**config.mk**
```make
export PLATFORM = sky130hd
export DESIGN_NAME = statmem_bridge
export DESIGN_NICKNAME = d
export VERILOG_FILES = /design/src/rtl/statmem_pkg.sv /design/src/rtl/statmem_cfg.sv /design/src/rtl/statmem_fsm.sv /design/src/rtl/statmem_dp.sv /design/src/rtl/statmem_bridge.sv
export SDC_FILE = /design/constraint.sdc
export NUM_CORES = 1
export LEC_CHECK = 0
export BUFFER_PORTS_ARGS = -buffer_cell sky130_fd_sc_hd__buf_2
export CAP_MARGIN = 20
export CORE_UTILIZATION = 36
export DETAILED_ROUTE_END_ITERATION = 10
export MAX_ROUTING_LAYER = met4
export SLEW_MARGIN = 10
export SYNTH_ARGS = -nofsm -noshare
export SYNTH_HDL_FRONTEND = slang
export SYNTH_SLANG_ARGS = --single-unit
export TNS_END_PERCENT = 30
```
**constraint.sdc**
```tcl
create_clock -name clk -period 3.8 [get_ports clk]
set_input_delay 0.57 -clock clk [delete_from_list [all_inputs] [get_ports clk]]
set_output_delay 0.57 -clock clk [all_outputs]
set_load 0.01 [all_outputs]
```
**src/rtl/statmem_pkg.sv**
```systemverilog
package statmem_pkg;
  localparam int TIME_W = 4;
  localparam int LANES  = 4;
  localparam int LANE_W = 2;

  typedef struct packed {
    logic              wide;
    logic [TIME_W-1:0] setup;
    logic [TIME_W-1:0] waitSt;
    logic [TIME_W-1:0] hold;
    logic [TIME_W-1:0] flt;
  } csCfgT;

  localparam int CFG_W = $bits(csCfgT);

  typedef struct packed {
    logic              capture;
    logic              sample;
    logic              active;
    logic              isWrite;
    logic              rdStb;
    logic              wrStb;
    logic              wide;
    logic [LANE_W-1:0] lane;
  } dpCtlT;
endpackage

```
**src/rtl/statmem_cfg.sv**
```systemverilog
module statmem_cfg
  import statmem_pkg::*;
#(
  parameter int NUM_CS = 8,
  parameter int CS_W   = $clog2(NUM_CS)
) (
  input  logic                     clk,
  input  logic                     rstN,
  input  logic                     cfgWe,
  input  logic [CS_W-1:0]          cfgSel,
  input  csCfgT                    cfgWdata,
  output csCfgT [NUM_CS-1:0]       cfgAll
);
  for (genvar g = 0; g < NUM_CS; g++) begin : gCsReg
    always_ff @(posedge clk or negedge rstN) begin
      if (!rstN)                               cfgAll[g] <= '0;
      else if (cfgWe && cfgSel == CS_W'(g))    cfgAll[g] <= cfgWdata;
    end
  end
endmodule

```
**src/rtl/statmem_fsm.sv**
```systemverilog
module statmem_fsm
  import statmem_pkg::*;
#(
  parameter int NUM_CS = 8,
  parameter int CS_W   = $clog2(NUM_CS)
) (
  input  logic                clk,
  input  logic                rstN,
  input  logic                reqValid,
  input  logic                reqWrite,
  input  logic [CS_W-1:0]     reqCs,
  input  logic [LANE_W-1:0]   reqLane,
  input  logic [LANES-1:0]    reqBe,
  input  csCfgT [NUM_CS-1:0]  cfgAll,
  input  logic                memWaitN,
  output dpCtlT               ctl,
  output logic                reqReady,
  output logic [CS_W-1:0]     curCs
);
  typedef enum logic [1:0] {PH_IDLE, PH_SETUP, PH_STROBE, PH_HOLD} phaseT;

  phaseT             phase;
  logic [TIME_W-1:0] cnt, floatCnt;
  logic [LANES-1:0]  mask, usedMask, restMask;
  logic [LANE_W-1:0] lane;
  logic [CS_W-1:0]   lastCs;
  logic              isWr;
  csCfgT             curCfg;
  logic              accept, strobeDone, holdDone, subEnd;

  assign curCfg = cfgAll[curCs];

  always_comb begin
    lane = '0;
    if (curCfg.wide) begin
      lane = (mask[1:0] != 2'b00) ? 2'd0 : 2'd2;
      usedMask = 4'b0011 << lane;
    end else begin
      for (int i = LANES - 1; i >= 0; i--)
        if (mask[i]) lane = LANE_W'(i);
      usedMask = 4'b0001 << lane;
    end
    restMask = mask & ~usedMask;
  end

  assign accept     = (phase == PH_IDLE) && reqValid && !reqReady &&
                      ((floatCnt == '0) || (reqCs == lastCs));
  assign strobeDone = (phase == PH_STROBE) && (cnt == '0) && memWaitN;
  assign holdDone   = (phase == PH_HOLD) && (cnt == '0);
  assign subEnd     = (strobeDone && curCfg.hold == '0) || holdDone;

  always_ff @(posedge clk or negedge rstN) begin
    if (!rstN) begin
      phase    <= PH_IDLE;
      cnt      <= '0;
      floatCnt <= '0;
      mask     <= '0;
      isWr     <= 1'b0;
      curCs    <= '0;
      lastCs   <= '0;
      reqReady <= 1'b0;
    end else begin
      reqReady <= subEnd && (restMask == '0);
      case (phase)
        PH_IDLE: begin
          if (floatCnt != '0) floatCnt <= floatCnt - 1'b1;
          if (accept) begin
            curCs <= reqCs;
            isWr  <= reqWrite;
            mask  <= (reqBe == '0) ? (LANES'(1) << reqLane) : reqBe;
            if (cfgAll[reqCs].setup != '0) begin
              phase <= PH_SETUP;
              cnt   <= cfgAll[reqCs].setup - 1'b1;
            end else begin
              phase <= PH_STROBE;
              cnt   <= cfgAll[reqCs].waitSt;
            end
          end
        end
        PH_SETUP: begin
          if (cnt == '0) begin
            phase <= PH_STROBE;
            cnt   <= curCfg.waitSt;
          end else cnt <= cnt - 1'b1;
        end
        PH_STROBE: begin
          if (cnt != '0) cnt <= cnt - 1'b1;
          else if (memWaitN && curCfg.hold != '0) begin
            phase <= PH_HOLD;
            cnt   <= curCfg.hold - 1'b1;
          end
        end
        default: begin
          if (cnt != '0) cnt <= cnt - 1'b1;
        end
      endcase
      if (subEnd) begin
        if (restMask == '0) begin
          phase    <= PH_IDLE;
          floatCnt <= curCfg.flt;
          lastCs   <= curCs;
        end else begin
          mask <= restMask;
          if (curCfg.setup != '0) begin
            phase <= PH_SETUP;
            cnt   <= curCfg.setup - 1'b1;
          end else begin
            phase <= PH_STROBE;
            cnt   <= curCfg.waitSt;
          end
        end
      end
    end
  end

  always_comb begin
    ctl.capture = accept;
    ctl.sample  = strobeDone && !isWr;
    ctl.active  = (phase != PH_IDLE);
    ctl.isWrite = isWr;
    ctl.rdStb   = (phase == PH_STROBE) && !isWr;
    ctl.wrStb   = (phase == PH_STROBE) && isWr;
    ctl.wide    = curCfg.wide;
    ctl.lane    = lane;
  end

  // an asserted wait in the final counted strobe clock keeps the strobe
  a_r5_wait_extends: assert property (@(posedge clk) disable iff (!rstN)
    (phase == PH_STROBE && cnt == '0 && !memWaitN) |=> (phase == PH_STROBE));

  // a pending float interval blocks a different device
  a_r11_float_blocks: assert property (@(posedge clk) disable iff (!rstN)
    (phase == PH_IDLE && floatCnt != '0 && reqCs != lastCs) |=> (phase == PH_IDLE));

  // ready is a single-clock pulse
  a_r10_ready_pulse: assert property (@(posedge clk) disable iff (!rstN)
    reqReady |=> !reqReady);

  // ready only follows a finished access
  a_r10_ready_after_access: assert property (@(posedge clk) disable iff (!rstN)
    $rose(reqReady) |-> $past(phase != PH_IDLE));
endmodule

```
**src/rtl/statmem_dp.sv**
```systemverilog
module statmem_dp
  import statmem_pkg::*;
#(
  parameter int NUM_CS = 8,
  parameter int DEV_W  = 24,
  parameter int CS_W   = $clog2(NUM_CS)
) (
  input  logic                 clk,
  input  logic                 rstN,
  input  dpCtlT                ctl,
  input  logic [CS_W-1:0]      curCs,
  input  logic [DEV_W-1:2]     reqWordAddr,
  input  logic [31:0]          reqWdata,
  input  logic [LANES-1:0]     reqBe,
  input  logic [15:0]          memDin,
  output logic [DEV_W-1:0]     memAddr,
  output logic [15:0]          memDout,
  output logic                 memOe,
  output logic [NUM_CS-1:0]    memCsN,
  output logic                 memRdN,
  output logic [1:0]           memWrN,
  output logic [31:0]          reqRdata
);
  logic [DEV_W-1:2] addrQ;
  logic [31:0]      wdataQ, rdataQ;
  logic [LANES-1:0] beQ;
  logic [4:0]       byteBase, halfBase;

  assign byteBase = {ctl.lane, 3'b000};
  assign halfBase = {ctl.lane[1], 4'b0000};

  always_ff @(posedge clk or negedge rstN) begin
    if (!rstN) begin
      addrQ  <= '0;
      wdataQ <= '0;
      beQ    <= '0;
      rdataQ <= '0;
    end else if (ctl.capture) begin
      addrQ  <= reqWordAddr;
      wdataQ <= reqWdata;
      beQ    <= reqBe;
      rdataQ <= '0;
    end else if (ctl.sample) begin
      if (ctl.wide) rdataQ[halfBase +: 16] <= memDin;
      else          rdataQ[byteBase +: 8]  <= memDin[7:0];
    end
  end

  assign memAddr  = {addrQ, ctl.lane};
  assign memCsN   = ctl.active ? ~(NUM_CS'(1) << curCs) : '1;
  assign memOe    = ctl.active && ctl.isWrite;
  assign memDout  = ctl.wide ? wdataQ[halfBase +: 16] : {8'h00, wdataQ[byteBase +: 8]};
  assign memRdN   = !ctl.rdStb;
  assign memWrN   = ctl.wide ? {!(ctl.wrStb && beQ[{ctl.lane[1], 1'b1}]),
                                !(ctl.wrStb && beQ[{ctl.lane[1], 1'b0}])}
                             : {1'b1, !ctl.wrStb};
  assign reqRdata = rdataQ;

  // never more than one device selected
  a_r2_single_select: assert property (@(posedge clk) disable iff (!rstN)
    $countones(~memCsN) <= 1);

  // the bus is not driven while a read strobe is low
  a_r12_no_drive_on_read: assert property (@(posedge clk) disable iff (!rstN)
    !memRdN |-> !memOe);

  // read and write strobes never overlap
  a_r4_strobe_exclusive: assert property (@(posedge clk) disable iff (!rstN)
    (memWrN != 2'b11) |-> memRdN);

  // address stays put while the strobe is held by wait
  a_r2_addr_stable: assert property (@(posedge clk) disable iff (!rstN)
    (!memRdN && $past(!memRdN) && $past(ctl.active)) |-> $stable(memAddr[DEV_W-1:2]));
endmodule

```
**src/rtl/statmem_bridge.sv**
```systemverilog
module statmem_bridge
  import statmem_pkg::*;
#(
  parameter int NUM_CS = 8,
  parameter int DEV_W  = 24,
  localparam int CS_W  = $clog2(NUM_CS),
  localparam int REQ_W = DEV_W + CS_W
) (
  input  logic              clk,
  input  logic              rstN,
  input  logic              cfgWe,
  input  logic [CS_W-1:0]   cfgSel,
  input  logic [CFG_W-1:0]  cfgWdata,
  input  logic              reqValid,
  input  logic              reqWrite,
  input  logic [REQ_W-1:0]  reqAddr,
  input  logic [31:0]       reqWdata,
  input  logic [LANES-1:0]  reqBe,
  output logic              reqReady,
  output logic [31:0]       reqRdata,
  output logic [NUM_CS-1:0] memCsN,
  output logic [DEV_W-1:0]  memAddr,
  output logic [15:0]       memDout,
  output logic              memOe,
  input  logic [15:0]       memDin,
  output logic              memRdN,
  output logic [1:0]        memWrN,
  input  logic              memWaitN
);
  csCfgT [NUM_CS-1:0] cfgAll;
  dpCtlT              ctl;
  logic [CS_W-1:0]    curCs;

  statmem_cfg #(.NUM_CS(NUM_CS)) cfg_i (
    .clk(clk), .rstN(rstN), .cfgWe(cfgWe), .cfgSel(cfgSel),
    .cfgWdata(csCfgT'(cfgWdata)), .cfgAll(cfgAll));

  statmem_fsm #(.NUM_CS(NUM_CS)) fsm_i (
    .clk(clk), .rstN(rstN), .reqValid(reqValid), .reqWrite(reqWrite),
    .reqCs(reqAddr[REQ_W-1:DEV_W]), .reqLane(reqAddr[1:0]), .reqBe(reqBe),
    .cfgAll(cfgAll), .memWaitN(memWaitN), .ctl(ctl), .reqReady(reqReady),
    .curCs(curCs));

  statmem_dp #(.NUM_CS(NUM_CS), .DEV_W(DEV_W)) dp_i (
    .clk(clk), .rstN(rstN), .ctl(ctl), .curCs(curCs),
    .reqWordAddr(reqAddr[DEV_W-1:2]), .reqWdata(reqWdata), .reqBe(reqBe),
    .memDin(memDin), .memAddr(memAddr), .memDout(memDout), .memOe(memOe),
    .memCsN(memCsN), .memRdN(memRdN), .memWrN(memWrN), .reqRdata(reqRdata));
endmodule

```
==> metrics.txt <==
vias post-DR=9,244; CTS Sinks=248; Syn Nets=~1,200; DRT Wirelength=roughly 34,000 um; post-layout min period=between 3000 and 4000 ps; final net count=1,354; Most used DFF post-synth=dfrtp_1; Critical Path Source Type=flop; skew final=about 21 ps; clock tree buffer depth=3; CTS resizes=0; post-route setup TNS=0 ps; initial antenna violation count=7; CP max-delay cell=dfrtp_2; vias in the first global route=between 9,000 and 10,000; Clock Latency Late Sink=550 ps; Syn Inst Count=1,045; Req. time, crit path=around 3200 ps; Post-synth EDFFs=0; Finished Core Util=0.438; floorplan row count=68; Synth top cells by count=dfrtp_1 (248), mux2_2 (201), nand2_1 (137), nor2_1 (51), mux4_2 (49); sequential area share after synthesis=0.483; CP max stage delay=approximately 640 ps; DRT Pass-1 Iters=7; Setup violations, final=0; area share of the largest cell type after synthesis=0.483; CP endpoint kind=output pin; Ys Warns=0; DR DRC count=0; critical path's top delay family=multiplexers; maxcap violations=0; gp weighted congestion=0.855; CP max FO=19; post-DP HPWL=between 20,000 and 25,000 um; failing checks=hold timing; Final Slew Violations=0; top post-synthesis cells by area=dfrtp_1 (48%), mux2_2 (18%), mux4_2 (8.6%); crit path DAT=2990 ps; ANT nets after route=0; Via-to-Cell Ratio=between 5 and 6; headroom to the max-slew limit=0.535; dominant cell type by area after synthesis=dfrtp_1; clk root buf=clkbuf_16; io pins=190; DIE AREA=0.0365 mm^2; Synth cell types=between 70 and 80; Power Dens Cells=780 mW/mm^2; Setup CP Type=reg2out; Hold Violations, Final=10; hold_buf cts=0; status=finished, violations left; unrepaired setup endpoints after global routing=false; Lkg Pwr=just under 7 nW; CTS Buf Count=28; largest net degree at the start of global routing=slightly below 80; Setup Fix Bufs, Post-CTS=0; worst slew pin tran=696 ps; count leader, synth=dfrtp_1; Seq cells post-synth=248; CTS tree=built; Initial Util=0.369; CP bufs+invs=2; layout cells sized above 1=0.439; WL/cell=19.8 um; Avg Cell Area, Syn=12.3 um^2; first-pass GRT wire length=53,000 um; min-delay worst type=in2async; GRT Overall Usage=0.192; asr flop ratio synth=1.00; die height=191 um; grt ovf=0; crit-path cells=mux4_1 > mux2i_4 > a21oi_4 > clkinv_2 > nand2_1 > and3_1 > a31oi_1 > buf_2; # port buffers=189; CORE AREA=0.0348 mm^2; Fmax achieved=0.281 GHz; synthesized cell area=0.0129 mm^2; Iter 0 DRT Violations=between 400 and 500; Area growth, synth to finish=18.6%; hold_ws=-6.64 ps; H-tree levels=1; Worst-path clk slew=60 ps; Final Cycle Share=0.938; die span in x=~190 um; Peak VDD IR=between 0.0004 and 0.0005 V
[power by group]
| group | internal [mW] | switching [mW] |
|---|---|---|
| Sequential | 3.51 | 0.624 |
| Clock | 1.53 | 1.09 |
| Combinational | 2.36 | 2.77 |
[through the flow]
| stage | cells | total power, mW | hold WS (ps) | worst slack (ps) | cell area, um^2 |
|---|---|---|---|---|---|
| after detailed placement | 1659 | 9.28 | 475 | 586 | 14300 |
| after CTS | 1708 | 12.0 | 27.6 | 181 | 15200 |
| after global placement | 1659 | 9.18 | 465 | 620 | 14300 |
| after floorplan | 1045 | 7.69 | 274 | 908 | 12900 |
| final | 1716 | 11.9 | -6.64 | 236 | 15200 |
| after global routing | 1715 | 12.7 | 37.9 | 23.5 | 15200 |
[registers in the layout, summed over array words and instances, names as in the netlist]
register,flops
fsm_i.phase,2
cfg_i.cfgAll,136
dp_i.wdataQ,32
fsm_i.floatCnt,4
dp_i.reqRdata,32
fsm_i.cnt,4
fsm_i.mask,4
fsm_i.lastCs,3
fsm_i.isWr,1
fsm_i.reqReady,1
fsm_i.curCs,3
dp_i.beQ,4
dp_i.addrQ,22
[cells by family (layout without fill, tap and decap cells)]
logic type,Yosys count,in the layout,share of synthesized area
AO/OA/AOI/OAI,157,157,0.0823
XOR/XNOR,5,5,0.00341
adder cells (fa/ha/maj),15,15,0.0146
buffers and inverters,76,284,0.0309
flip-flops,248,248,0.483
multiplexers,278,278,0.288
other,0,8,0
AND/OR/NAND/NOR,266,266,0.0982
[per-layer routing]
metal,GRT usage,share of wire,routed length (um),vias to the layer above
met1,0.256,0.45,15100,4633
met2,0.293,0.45,15400,306
met3,0.0411,0.074,2530,71
met4,0.0542,0.026,884,0
met5,-,0,0,-
li1,-,-,-,4234
[layout by cell type (no fill, tap or decap), drive strengths merged, types with 15 or more instances in the layout]
cell and instances:
mux2i 23, mux2 205, clkbuf 38, mux4 50, ha 15, a21oi 48, buf 218, o21ai 28
nor2 55, dfrtp 248, nand2 138, inv 15
[cell type report]
cell class                 count  area (um^2)
multi-input combinational    721         6270
antenna                        8         20.0
clock inverter                11          100
sequential                   248         6210
timing repair buffer         218         1210
tap                          455          569
fill                        3290        19600
clock buffer                  38          798
inverter                      17         65.1
[path summary, 6_finish.rpt]
check | startpoint | to | cells after the start | slack, ps
worst min-delay path | rstN | dp_i.reqRdata[2] | 1 | -7
max in group asynchronous | rstN | cfg_i.cfgAll[117] | 3 | 2620
worst max-delay path | fsm_i.curCs[1] | memDout[5] | 8 | 240
min in group clk | reqWdata[25] | dp_i.wdataQ[25] | 2 | 260
worst max register to register | fsm_i.curCs[1] | fsm_i.lastCs[2] | 7 | 630
worst min register to register | dp_i.reqRdata[0] | dp_i.reqRdata[0] | 2 | 480
(Power assumes the default switching activity.)
